**src/rtl/can_mode_pkg.sv**
```systemverilog
package can_mode_pkg;

    localparam int DEF_NUM_FILT = 16;
    localparam int DATA_W       = 8;

    typedef struct packed {
        logic [1:0] sjw_code;
        logic [5:0] prescale;
    } bus_timing_t;

    typedef enum logic [1:0] {
        HS_RUN      = 2'b00,
        HS_LEAVING  = 2'b01,
        HS_ENTERING = 2'b10,
        HS_ACTIVE   = 2'b11
    } hs_state_e;

    function automatic hs_state_e hs_decode(input logic req, input logic ack);
        return hs_state_e'({req, ack});
    endfunction

    function automatic logic [2:0] sjw_to_tq(input logic [1:0] code);
        return {1'b0, code} + 3'd1;
    endfunction

endpackage

```
**src/rtl/can_mode_hs.sv**
```systemverilog
module can_mode_hs
    import can_mode_pkg::*;
(
    input  logic clk,
    input  logic rst,
    input  logic req_we,
    input  logic req_wval,
    input  logic bus_idle,
    input  logic wake_evt,
    output logic req,
    output logic ack
);

    hs_state_e state;

    assign state = hs_decode(req, ack);

    always_ff @(posedge clk) begin
        if (rst) begin
            req <= 1'b0;
            ack <= 1'b0;
        end else if (wake_evt) begin
            req <= 1'b0;
            ack <= 1'b0;
        end else if (req_we) begin
            req <= req_wval;
        end else if (bus_idle) begin
            case (state)
                HS_ENTERING: ack <= 1'b1;
                HS_LEAVING:  ack <= 1'b0;
                default:     ack <= ack;
            endcase
        end
    end


    ack_rise_chk: assert property (@(posedge clk) disable iff (rst)
        $rose(ack) |-> $past(req) && $past(bus_idle) && !$past(req_we));


    ack_fall_chk: assert property (@(posedge clk) disable iff (rst)
        $fell(ack) |-> (!$past(req) && $past(bus_idle) && !$past(req_we)) || $past(wake_evt));


    ack_hold_on_write_chk: assert property (@(posedge clk) disable iff (rst)
        ($past(req_we) && !$past(wake_evt)) |-> $stable(ack));

endmodule

```
**src/rtl/can_cfg_regs.sv**
```systemverilog
module can_cfg_regs
    import can_mode_pkg::*;
#(
    parameter int NUM_REGS = DEF_NUM_FILT + 1,
    parameter int ADDR_W   = $clog2(NUM_REGS)
) (
    input  logic                clk,
    input  logic                rst,
    input  logic                wr_en,
    input  logic [ADDR_W-1:0]   waddr,
    input  logic [DATA_W-1:0]   wdata,
    input  logic                allow,
    input  logic [ADDR_W-1:0]   raddr,
    output logic [DATA_W-1:0]   rdata,
    output bus_timing_t         timing,
    output logic                wr_err
);

    logic [DATA_W-1:0] regs [NUM_REGS];
    logic              waddr_ok;
    logic              raddr_ok;
    logic              wr_take;

    assign waddr_ok = int'(waddr) < NUM_REGS;
    assign raddr_ok = int'(raddr) < NUM_REGS;
    assign wr_take  = wr_en && allow && waddr_ok;

    for (genvar g = 0; g < NUM_REGS; g++) begin : g_reg
        always_ff @(posedge clk) begin
            if (rst)
                regs[g] <= '0;
            else if (wr_take && waddr == ADDR_W'(g))
                regs[g] <= wdata;
        end
    end

    always_ff @(posedge clk) begin
        if (rst)
            wr_err <= 1'b0;
        else if (wr_en && !wr_take)
            wr_err <= 1'b1;
    end

    always_comb begin
        rdata = '0;
        if (raddr_ok)
            rdata = regs[raddr];
    end

    assign timing = bus_timing_t'(regs[0]);


    timing_gate_chk: assert property (@(posedge clk) disable iff (rst)
        !$stable(regs[0]) |-> $past(wr_en) && $past(allow) && ($past(waddr) == '0));


    err_sticky_chk: assert property (@(posedge clk) disable iff (rst)
        $past(wr_err) |-> wr_err);


    err_cause_chk: assert property (@(posedge clk) disable iff (rst)
        $rose(wr_err) |-> $past(wr_en) && !($past(allow) && $past(waddr_ok)));

endmodule

```
**src/rtl/can_mode_ctrl.sv**
```systemverilog
module can_mode_ctrl
    import can_mode_pkg::*;
#(
    parameter int NUM_FILT = DEF_NUM_FILT,
    parameter int ADDR_W   = $clog2(NUM_FILT + 1)
) (
    input  logic                clk,
    input  logic                rst,
    input  logic                ctl_we,
    input  logic                ctl_init,
    input  logic                ctl_sleep,
    input  logic                ctl_wake,
    input  logic                bus_idle,
    input  logic                bus_activity,
    input  logic                cfg_we,
    input  logic [ADDR_W-1:0]   cfg_waddr,
    input  logic [7:0]          cfg_wdata,
    input  logic [ADDR_W-1:0]   cfg_raddr,
    output logic [7:0]          cfg_rdata,
    output logic                init_req,
    output logic                init_ack,
    output logic                sleep_req,
    output logic                sleep_ack,
    output logic                wake_en,
    output logic                init_active,
    output logic                sleep_active,
    output logic                cfg_wr_err,
    output logic [2:0]          sjw_tq,
    output logic [5:0]          brp
);

    localparam int NUM_REGS = NUM_FILT + 1;

    bus_timing_t timing;
    logic        wake_evt;

    always_ff @(posedge clk) begin
        if (rst)
            wake_en <= 1'b0;
        else if (ctl_we)
            wake_en <= ctl_wake;
    end

    assign wake_evt = wake_en && bus_activity && sleep_ack;

    can_mode_hs u_init_hs (
        .clk      (clk),
        .rst      (rst),
        .req_we   (ctl_we),
        .req_wval (ctl_init),
        .bus_idle (bus_idle),
        .wake_evt (1'b0),
        .req      (init_req),
        .ack      (init_ack)
    );

    can_mode_hs u_sleep_hs (
        .clk      (clk),
        .rst      (rst),
        .req_we   (ctl_we),
        .req_wval (ctl_sleep),
        .bus_idle (bus_idle),
        .wake_evt (wake_evt),
        .req      (sleep_req),
        .ack      (sleep_ack)
    );

    assign init_active  = init_req && init_ack;
    assign sleep_active = sleep_req && sleep_ack;

    can_cfg_regs #(
        .NUM_REGS (NUM_REGS),
        .ADDR_W   (ADDR_W)
    ) u_cfg (
        .clk    (clk),
        .rst    (rst),
        .wr_en  (cfg_we),
        .waddr  (cfg_waddr),
        .wdata  (cfg_wdata),
        .allow  (init_active),
        .raddr  (cfg_raddr),
        .rdata  (cfg_rdata),
        .timing (timing),
        .wr_err (cfg_wr_err)
    );

    assign sjw_tq = sjw_to_tq(timing.sjw_code);
    assign brp    = timing.prescale;


    wake_clear_chk: assert property (@(posedge clk) disable iff (rst)
        $past(sleep_ack && wake_en && bus_activity) |-> !sleep_ack && !sleep_req);


    no_wake_chk: assert property (@(posedge clk) disable iff (rst)
        $past(sleep_req && sleep_ack && !wake_en && !ctl_we) |-> sleep_ack && sleep_req);


    sjw_range_chk: assert property (@(posedge clk) disable iff (rst)
        (sjw_tq >= 3'd1) && (sjw_tq <= 3'd4));

endmodule

```
**config.mk**
```make
export PLATFORM = sky130hd
export DESIGN_NAME = can_mode_ctrl
export DESIGN_NICKNAME = d
export VERILOG_FILES = /design/src/rtl/can_mode_pkg.sv /design/src/rtl/can_mode_hs.sv /design/src/rtl/can_cfg_regs.sv /design/src/rtl/can_mode_ctrl.sv
export SDC_FILE = /design/constraint.sdc
export NUM_CORES = 1
export LEC_CHECK = 0
export CAP_MARGIN = 40
export CORE_AREA = 2 2 143 103
export CTS_BUF_LIST = sky130_fd_sc_hd__clkbuf_4
export DETAILED_ROUTE_END_ITERATION = 12
export DIE_AREA = 0 0 145 105
export PLACE_DENSITY = 0.7
export SLEW_MARGIN = 20
export SYNTH_ARGS = -nofsm -noshare
export SYNTH_HDL_FRONTEND = slang
export SYNTH_SLANG_ARGS = --single-unit
export TNS_END_PERCENT = 10
```
**constraint.sdc**
```tcl
create_clock -name clk -period 2.9 [get_ports clk]
set_input_delay 0.58 -clock clk [delete_from_list [all_inputs] [get_ports clk]]
set_output_delay 0.58 -clock clk [all_outputs]
set_load 0.02 [all_outputs]
```
==> out/metrics.yaml, run 1 <==
endpoint_kind: "primary output"
area_growth_pct: 19.8
synth_area_per_cell_um2: 13.7
clk_pin_slew_ns: 0.11
avgViaCountPerCell: 5.57
drt-total-wl_um: 16900
wl_per_cell_um: 21.4
postSynthCellCount: 493
core-area_um2: 13700
p_leak_nw: 3.03
maxSlewHeadroom: 0.488
run_status: "finished with violations"
syn_nets: 525
critPathLaunchType: "flop"
antenna_left: 0
drive_gt1_frac: 0.230
place_inst: 754
tightest_slew_ns: 0.766
io_buffers: 51
netlist_top_cells_count: "and2_1 (137), edfxtp_1 (136), nor2_1 (32)"
failed_checks: "negative setup slack"
cts.sinks: 142
row_count: 36
clock_skew_ns: 0.0266
n_antenna_cell: 0
synth_cell_type_count: 38
grt_pass1_wl_um: 26100
htreeDepth: 4
ys_async_sr_fraction: 0
drt_pass1_iterations: 5
vias: 4398
grt_pass1_vias: 4455
final_cells: 789
drt_iter0_drc: 513
design_area_um2: 8120
tritoncts: "yes"
cp_max_fo: 1
synth_top_area_cell: "edfxtp_1"
start_util: 0.493
grt_max_degree: 19
finalWeightedCongestion: 0.858
clock_latency_ns: 0.56
post-dp-hpwl_um: 11800
fin_crit_ns: 2.92
synth_edf_count: 136
fmax_mhz: 342
synth_top_area_frac: 0.603
period_share: 1.01
slew_violations: 0
rsz0062_at_grt: "yes"
cp_data_required_time_ns: 2.32
num-fill-cells: 1114
yosys_most_used_dff: "edfxtp_1"
grt_overflow: 0
ys_seq_area_frac: 0.620
clockRootBuffer: "clkbuf_4"
yosysWarnings: 0
die_h_um: 105
power_mw: 3.94
power_density_nw_per_um2: 486
ys_ff_latch: 142
dieArea_um2: 15200
yosysMostFrequentCell: "and2_1"
setup_viol_count_final: 1
hold_violations: 0
layout.nets: 618
hp-class: "reg -> reg"
clock_path_buffers: 2
yosys-top-cells-area: "edfxtp_1 (60%), and2_1 (13%), mux4_2 (6.3%)"
vdd_ir_drop_max_v: 0.000203
placed_cell_area_um2: 7800
track_usage: 0.234
setup_slack_ns: -0.0233
synth_area_um2: 6780
ios: 52
path_class: "reg -> out"
grt_antenna_before_repair: 0
die_w_um: 145
cts_buffers: 17
cp.arrival_ns: 2.34
drc: 0
drv_cap: 0
-- sequential cells by signal, indices dropped and copies added (netlist names) --
signal and count:
u_sleep_hs.ack 1, u_cfg.wr_err 1, wake_en 1, u_cfg.regs 136
u_sleep_hs.req 1, u_init_hs.ack 1, u_init_hs.req 1
-- final timing paths --
check / cells after the start / startpoint / to / slack, ns
hold reg to reg: 2 / u_cfg.wr_err$_SDFFE_PP0P_ / u_cfg.wr_err$_SDFFE_PP0P_ / 0.49
setup reg to reg: 5 / u_init_hs.req$_SDFFE_PP0P_ / u_cfg.regs[6][7]$_SDFFCE_PN0P_ / 0.97
hold / removal: 2 / u_cfg.wr_err$_SDFFE_PP0P_ / u_cfg.wr_err$_SDFFE_PP0P_ / 0.49
setup / recovery: 5 / u_cfg.regs[6][6]$_SDFFCE_PN0P_ / cfg_rdata[6] / -0.02
-- layout by cell type (no fill, tap or decap), types with 2 or more instances in the layout --
| cell type | synthesis | final |
|---|---|---|
| ha_1 | 5 | 5 |
| or2_2 | 3 | 2 |
| buf_4 | 6 | 49 |
| nand3_1 | 5 | 5 |
| edfxtp_1 | 136 | 136 |
| clkdlybuf4s50_1 | 0 | 40 |
| o22ai_1 | 6 | 6 |
| o21ai_0 | 17 | 17 |
| mux2i_1 | 17 | 17 |
| nor3_1 | 2 | 2 |
| clkbuf_4 | 0 | 17 |
| or2_0 | 2 | 2 |
| a211oi_1 | 8 | 2 |
| dfxtp_1 | 6 | 6 |
| nor2_1 | 32 | 32 |
| nand3b_1 | 2 | 2 |
| mux4_2 | 19 | 19 |
| inv_1 | 5 | 5 |
| a211oi_2 | 0 | 6 |
| nand2_1 | 6 | 6 |
| buf_12 | 0 | 4 |
| a221o_1 | 7 | 7 |
| a311oi_1 | 6 | 5 |
| a22oi_1 | 2 | 2 |
| nand2b_1 | 6 | 6 |
| mux2_2 | 13 | 12 |
| nand4_1 | 2 | 2 |
| clkinvlp_4 | 0 | 7 |
| clkinv_2 | 0 | 4 |
| buf_2 | 9 | 6 |
| nor2b_1 | 9 | 9 |
| and2_1 | 137 | 137 |
-- per-layer routing --
metal	GRT usage	vias up	part of all wire
li1	-	2001	-
met1	0.339	2195	0.47
met2	0.355	188	0.45
met3	0.0629	14	0.072
met4	0.0523	0	0.011
met5	0	-	0
-- what timing repair did --
| action | CTS | global route |
|---|---|---|
| buffers inserted | 2 | 0 |
| resized for setup | 33 | 13 |
| hold buffers | 0 | 0 |
| cloned | 1 | 0 |
| hold endpoints to repair | 0 | 0 |
| pin swaps | 0 | 3 |
| setup endpoints to repair | 8 | 8 |
-- cell type report --
class	instances	area, um^2	area share
Clock buffer	17	128	0.0157
Clock inverter	15	124	0.0153
Inverter	5	18.8	0.00231
Multi-Input combinational cell	316	2450	0.302
Sequential cell	142	4200	0.518
Tap cell	190	238	0.0293
Timing Repair Buffer	104	948	0.117
-- cells by family (layout without fill, tap and decap cells) --
kind of cell    Yosys count  count (layout)  share of synthesized area
compound gates           51              51                     0.0528
fa+ha+maj                 5               5                    0.00923
buf+inv                  35             141                     0.0244
flops                   142             142                      0.620
mux                      49              49                      0.110
simple gates            211             211                      0.183
-- through the flow --
step                hold slack (ns)  utilization  setup TNS, ns  setup slack, ns
finish                        0.491        0.591        -0.0233          -0.0233
floorplan                     0.567            -              0            0.228
global route                  0.525        0.591         -0.113           -0.113
global placement              0.455        0.568          -3.63           -0.494
detailed placement            0.464        0.568          -3.79           -0.510
CTS                           0.496        0.587        -0.0618          -0.0618
-- power breakdown --
group / switching [mW] / internal (mW)
logic: 0.247 / 0.203
clock network: 0.747 / 0.416
registers: 0.0269 / 2.31
total: 1.02 / 2.92
-- critical path, cell delays in order, from the launching register on --
cell,delay (ns)
edfxtp_1,0.45
mux4_2,0.48
mux2_4,0.28
and3_4,0.17
a221o_1,0.29
buf_6,0.14
(Power assumes the default switching activity.)
==> run 2: changes to the inputs <==
CORE_AREA = 2 2 150 108   (was 2 2 143 103)
DIE_AREA = 0 0 152 110   (was 0 0 145 105)
PLACE_DENSITY = 0.64   (was 0.7)
REMOVE_ABC_BUFFERS = 1   (was not set)
==> run 2 against run 1 <==
Effect of this change:
- the flow still finishes with violations (negative setup slack)
- flip-flop and latch count unchanged
- design area up 1.6%
- hold slack better by 0.011 ns
- critical path depth unchanged
- critical path type unchanged
- global-route usage down 1.2 points
- sequential power about the same
==> out/metrics.yaml, run 2 (synthesized netlist as in run 1, its figures left out) <==
run_status: "finished with violations"
failed_checks: "negative setup slack"
drc: 0
cp_max_fo: 1
row_count: 38
die_w_um: 152
avgViaCountPerCell: 5.63
grt_antenna_before_repair: 0
endpoint_kind: "primary output"
grt_pass1_wl_um: 27000
hold_violations: 0
placed_cell_area_um2: 7840
n_antenna_cell: 0
design_area_um2: 8250
cts.sinks: 142
p_seq_frac: 0.554
io_buffers: 51
grt_max_degree: 29
drv_cap: 0
p_clk_frac: 0.335
power_density_nw_per_um2: 511
clock_latency_ns: 0.53
vdd_ir_drop_max_v: 0.000271
post-dp-hpwl_um: 12000
ios: 52
power_mw: 4.21
top_register: "u_cfg.regs"
cts_buffers: 17
maxSlewHeadroom: 0.425
wl_per_cell_um: 22.0
drt_pass1_iterations: 5
p_switching_uw: 992
utilization: 0.540
antenna_left: 0
fmax_mhz: 344
grt_overflow: 0
core-area_um2: 15300
setup_viol_count_final: 1
finalWeightedCongestion: 0.897
drive_gt1_frac: 0.236
clock_skew_ns: 0.0116
track_usage: 0.222
critPathLaunchType: "flop"
cp_data_required_time_ns: 2.32
drt-total-wl_um: 17700
multi_input_area_um2: 2450
num-fill-cells: 1289
cp.arrival_ns: 2.33
p_leak_nw: 3.10
largest_register_ffs: 136
layout.nets: 624
die_h_um: 110
dieArea_um2: 16700
path_class: "reg -> out"
setup_tns_ns: -0.00734
clockRootBuffer: "clkbuf_4"
htreeDepth: 4
hp-class: "reg -> reg"
seq_area_um2: 4200
tritoncts: "yes"
final_cell_mix: "and2_1 (137), edfxtp_1 (136), buf_4 (54)"
start_util: 0.444
holdWs_ns: 0.502
fin_crit_ns: 2.91
pwr-share-comb: 0.111
area_growth_pct: 21.7
rsz0062_at_grt: "yes"
intPower_mw: 3.22
clock_path_buffers: 2
vias: 4531
tightest_slew_ns: 0.860
setup_slack_ns: -0.00734
p_sw_frac: 0.235
drt_iter0_drc: 450
grt_pass1_vias: 4557
layout_commonest_cell: "and2_1"
period_share: 1.00
clk_pin_slew_ns: 0.11
slew_violations: 0
==> run 2: changes by cell type in the layout (fill, tap and decap cells not counted), moves of 2 or more <==
cell / before / now
clkbuf_4: 17 / 20
clkinv_2: 4 / 0
a211oi_2: 6 / 3
clkinv_1: 1 / 4
nand2b_1: 6 / 4
bufinv_16: 1 / 4
buf_4: 49 / 54
a211oi_1: 2 / 5
mux2i_1: 17 / 15
nand2b_2: 0 / 2
mux2i_2: 0 / 2
clkinvlp_4: 7 / 2
==> run 2: layer usage <==
metal,vias to the layer above,GRT usage,share of wire
li1,2015,-,-
met1,2285,0.311,0.46
met2,210,0.344,0.45
met3,21,0.0696,0.080
met4,0,0.0481,0.014
met5,-,0,0
==> run 2: power groups by stage <==
stage               clock network [mW]  logic, mW  registers [mW]
finish                            1.41      0.468            2.33
global route                      1.53      0.492            2.34
CTS                               1.43      0.450            2.33
detailed placement                   0      0.447            2.38
global placement                     0      0.442            2.38
floorplan                            0      0.173            2.38
==> run 2: through the flow <==
stage / setup WS [ns] / cells
6_report: -0.00734 / 805
5_1_grt: -0.0762 / 805
4_1_cts: -0.0638 / 804
3_5_place_dp: -0.576 / 770
3_3_place_gp: -0.562 / 770
2_1_floorplan: 0.384 / 463
==> run 2: final cells by class <==
class,instances,area share
inverter,5,0.00228
clock inverter,12,0.0203
timing repair buffer,110,0.122
tap,200,0.0303
sequential,142,0.510
multi-input combinational,316,0.297
clock buffer,20,0.0182
==> run 2: worst max-delay path: stages (launching register included) <==
cell,delay (ns)
edfxtp_1,0.44
mux4_2,0.48
mux2_4,0.30
and3_4,0.17
a221o_1,0.28
buf_6,0.14
==> run 2: path summary, 6_finish.rpt <==
| check | cells past startpoint | endpoint | slack, ns | start |
|---|---|---|---|---|
| max | 5 | cfg_rdata[6] | -0.007 | u_cfg.regs[6][6]$_SDFFCE_PN0P_ |
| min | 2 | u_cfg.wr_err$_SDFFE_PP0P_ | 0.50 | u_cfg.wr_err$_SDFFE_PP0P_ |
| max reg2reg | 5 | u_cfg.regs[8][4]$_SDFFCE_PN0P_ | 0.97 | u_init_hs.req$_SDFFE_PP0P_ |
| min reg2reg | 2 | u_cfg.wr_err$_SDFFE_PP0P_ | 0.50 | u_cfg.wr_err$_SDFFE_PP0P_ |
==> run 2: what timing repair did <==
item | in CTS | in global routing
setup endpoints to repair | 8 | 8
resized for setup | 38 | 13
cloned | 1 | 1
hold buffers | 0 | 0
pin swaps | 1 | 1
setup buffers | 1 | 0
==> run 3: changes to the inputs <==
CAP_MARGIN = 15   (was 40)
CORE_AREA = 2 2 154 111   (was 2 2 150 108)
DIE_AREA = 0 0 156 113   (was 0 0 152 110)
PLACE_DENSITY = 0.62   (was 0.64)
==> run 3 against run 2 <==
Effect of this change:
- the run still ends with negative setup slack left
- fmax down 0.73%
- register-to-register slack worse by 0.29 ns
- count of clock-buffer cells in the layout is 1 lower
==> out/metrics.yaml, run 3 (synthesized netlist as in run 1, its figures left out) <==
run_status: "finished with violations"
failed_checks: "negative setup slack"
start_util: 0.422
vdd_ir_drop_max_v: 0.000202
tightest_slew_ns: 0.864
drv_cap: 0
cpLargestDelayFamily: "multiplexers"
cp_data_required_time_ns: 2.32
final_cell_mix: "and2_1 (137), edfxtp_1 (136), buf_4 (46)"
cts.sinks: 142
cp.arrival_ns: 2.35
endpoint_kind: "primary output"
period_share: 1.01
clock_skew_ns: 0.0192
num-fill-cells: 1375
crit_start: "u_cfg.regs[6][6]$_SDFFCE_PN0P_"
die_w_um: 156
core-area_um2: 16100
cts_buffers: 17
avgViaCountPerCell: 5.48
intPower_mw: 3.04
drt_iter0_drc: 332
setup_tns_ns: -0.0287
path_class: "reg -> out"
fin_crit_ns: 2.93
clock_path_buffers: 2
p_clk_frac: 0.314
min_from: "u_cfg.wr_err$_SDFFE_PP0P_"
hold_buffers: 0
p_sw_frac: 0.252
critPathLaunchType: "flop"
drc: 0
pwr-share-comb: 0.111
finalWeightedCongestion: 0.885
tritoncts: "yes"
wl_per_cell_um: 21.9
hold_violations: 0
track_usage: 0.210
ios: 52
grt_pass1_wl_um: 26500
grt_overflow: 0
die_h_um: 113
grt_antenna_before_repair: 0
area_growth_pct: 20.1
largest_register_ffs: 136
drive_gt1_frac: 0.228
drt_pass1_iterations: 6
r2r-start: "u_init_hs.ack$_SDFFE_PP0P_"
p_leak_nw: 3.02
setup_viol_count_final: 1
n_antenna_cell: 0
maxSlewHeadroom: 0.420
power_mw: 4.06
clock_latency_ns: 0.55
rsz0062_at_grt: "yes"
setup_slack_ns: -0.0287
layout.nets: 615
hp-class: "reg -> reg"
cp_max_fo: 1
pre_cts_ws_ns: -0.525
grt_pass1_vias: 4326
clockRootBuffer: "clkbuf_4"
row_count: 39
post-dp-hpwl_um: 12300
layout_commonest_cell: "and2_1"
p_seq_frac: 0.575
slowest_stage: "mux4_2"
antenna_left: 0
p_switching_mw: 1.02
slowest_delay_ns: 0.48
top_register: "u_cfg.regs"
crit_chain: "mux4_2 -> mux2_4 -> and3_4 -> a221o_1 -> buf_6"
slew_violations: 0
vias: 4390
dieArea_um2: 17600
worst-path-buf-inv: 1
grt_max_degree: 20
clk_pin_slew_ns: 0.12
fmax_mhz: 341
htreeDepth: 4
drt-total-wl_um: 17500
power_density_nw_per_um2: 499
io_buffers: 51
run 3: area by class of cell:
class / count / area [um^2] / area share
Timing Repair Buffer: 101 / 928 / 0.114
Clock buffer: 19 / 143 / 0.0175
Inverter: 5 / 18.8 / 0.00231
Sequential cell: 142 / 4200 / 0.516
Multi-Input combinational cell: 316 / 2450 / 0.301
Tap cell: 205 / 256 / 0.0315
Clock inverter: 13 / 143 / 0.0175
run 3: what timing repair did:
| item | 4_1_cts | 5_1_grt |
|---|---|---|
| hold endpoints to repair | 0 | 0 |
| setup buffers | 1 | 0 |
| resized for setup | 41 | 5 |
| gates cloned | 1 | 0 |
| setup endpoints to repair | 8 | 2 |
| pin swaps | 0 | 1 |
run 3: worst min-delay path: stages (launching register included):
cell     delay, ns
dfxtp_1       0.35
a21oi_1       0.04
nor2_1        0.08
run 3: power by group through the flow:
stage / registers (mW) / clock network [mW] / logic [mW]
2_1_floorplan: 2.38 / 0 / 0.173
3_3_place_gp: 2.38 / 0 / 0.438
3_5_place_dp: 2.38 / 0 / 0.442
4_1_cts: 2.33 / 1.30 / 0.446
5_1_grt: 2.34 / 1.40 / 0.480
6_report: 2.34 / 1.27 / 0.452
run 3: path summary, 6_finish.rpt:
path	endpoint	slack, ns	cells past startpoint
min reg2reg	u_cfg.wr_err$_SDFFE_PP0P_	0.50	2
min	u_cfg.wr_err$_SDFFE_PP0P_	0.50	2
max	cfg_rdata[6]	-0.03	5
max reg2reg	u_cfg.regs[4][7]$_SDFFCE_PN0P_	0.68	5
run 3: through the flow:
step / utilization / area, um^2 / cells / hold slack [ns]
after global routing: 0.507 / 8140 / 801 / 0.546
after global placement: 0.486 / 7800 / 767 / 0.454
after detailed placement: 0.486 / 7800 / 767 / 0.463
after CTS: 0.506 / 8120 / 801 / 0.509
after floorplan: - / 6630 / 463 / 0.567
final: 0.507 / 8140 / 801 / 0.504
run 3: layer usage:
layer / track usage / vias to the layer above / routed length [um]
met5: 0 / - / 0
met4: 0.0563 / 0 / 238
met3: 0.0869 / 19 / 1890
met2: 0.283 / 202 / 7100
met1: 0.313 / 2165 / 8290
li1: - / 2004 / -
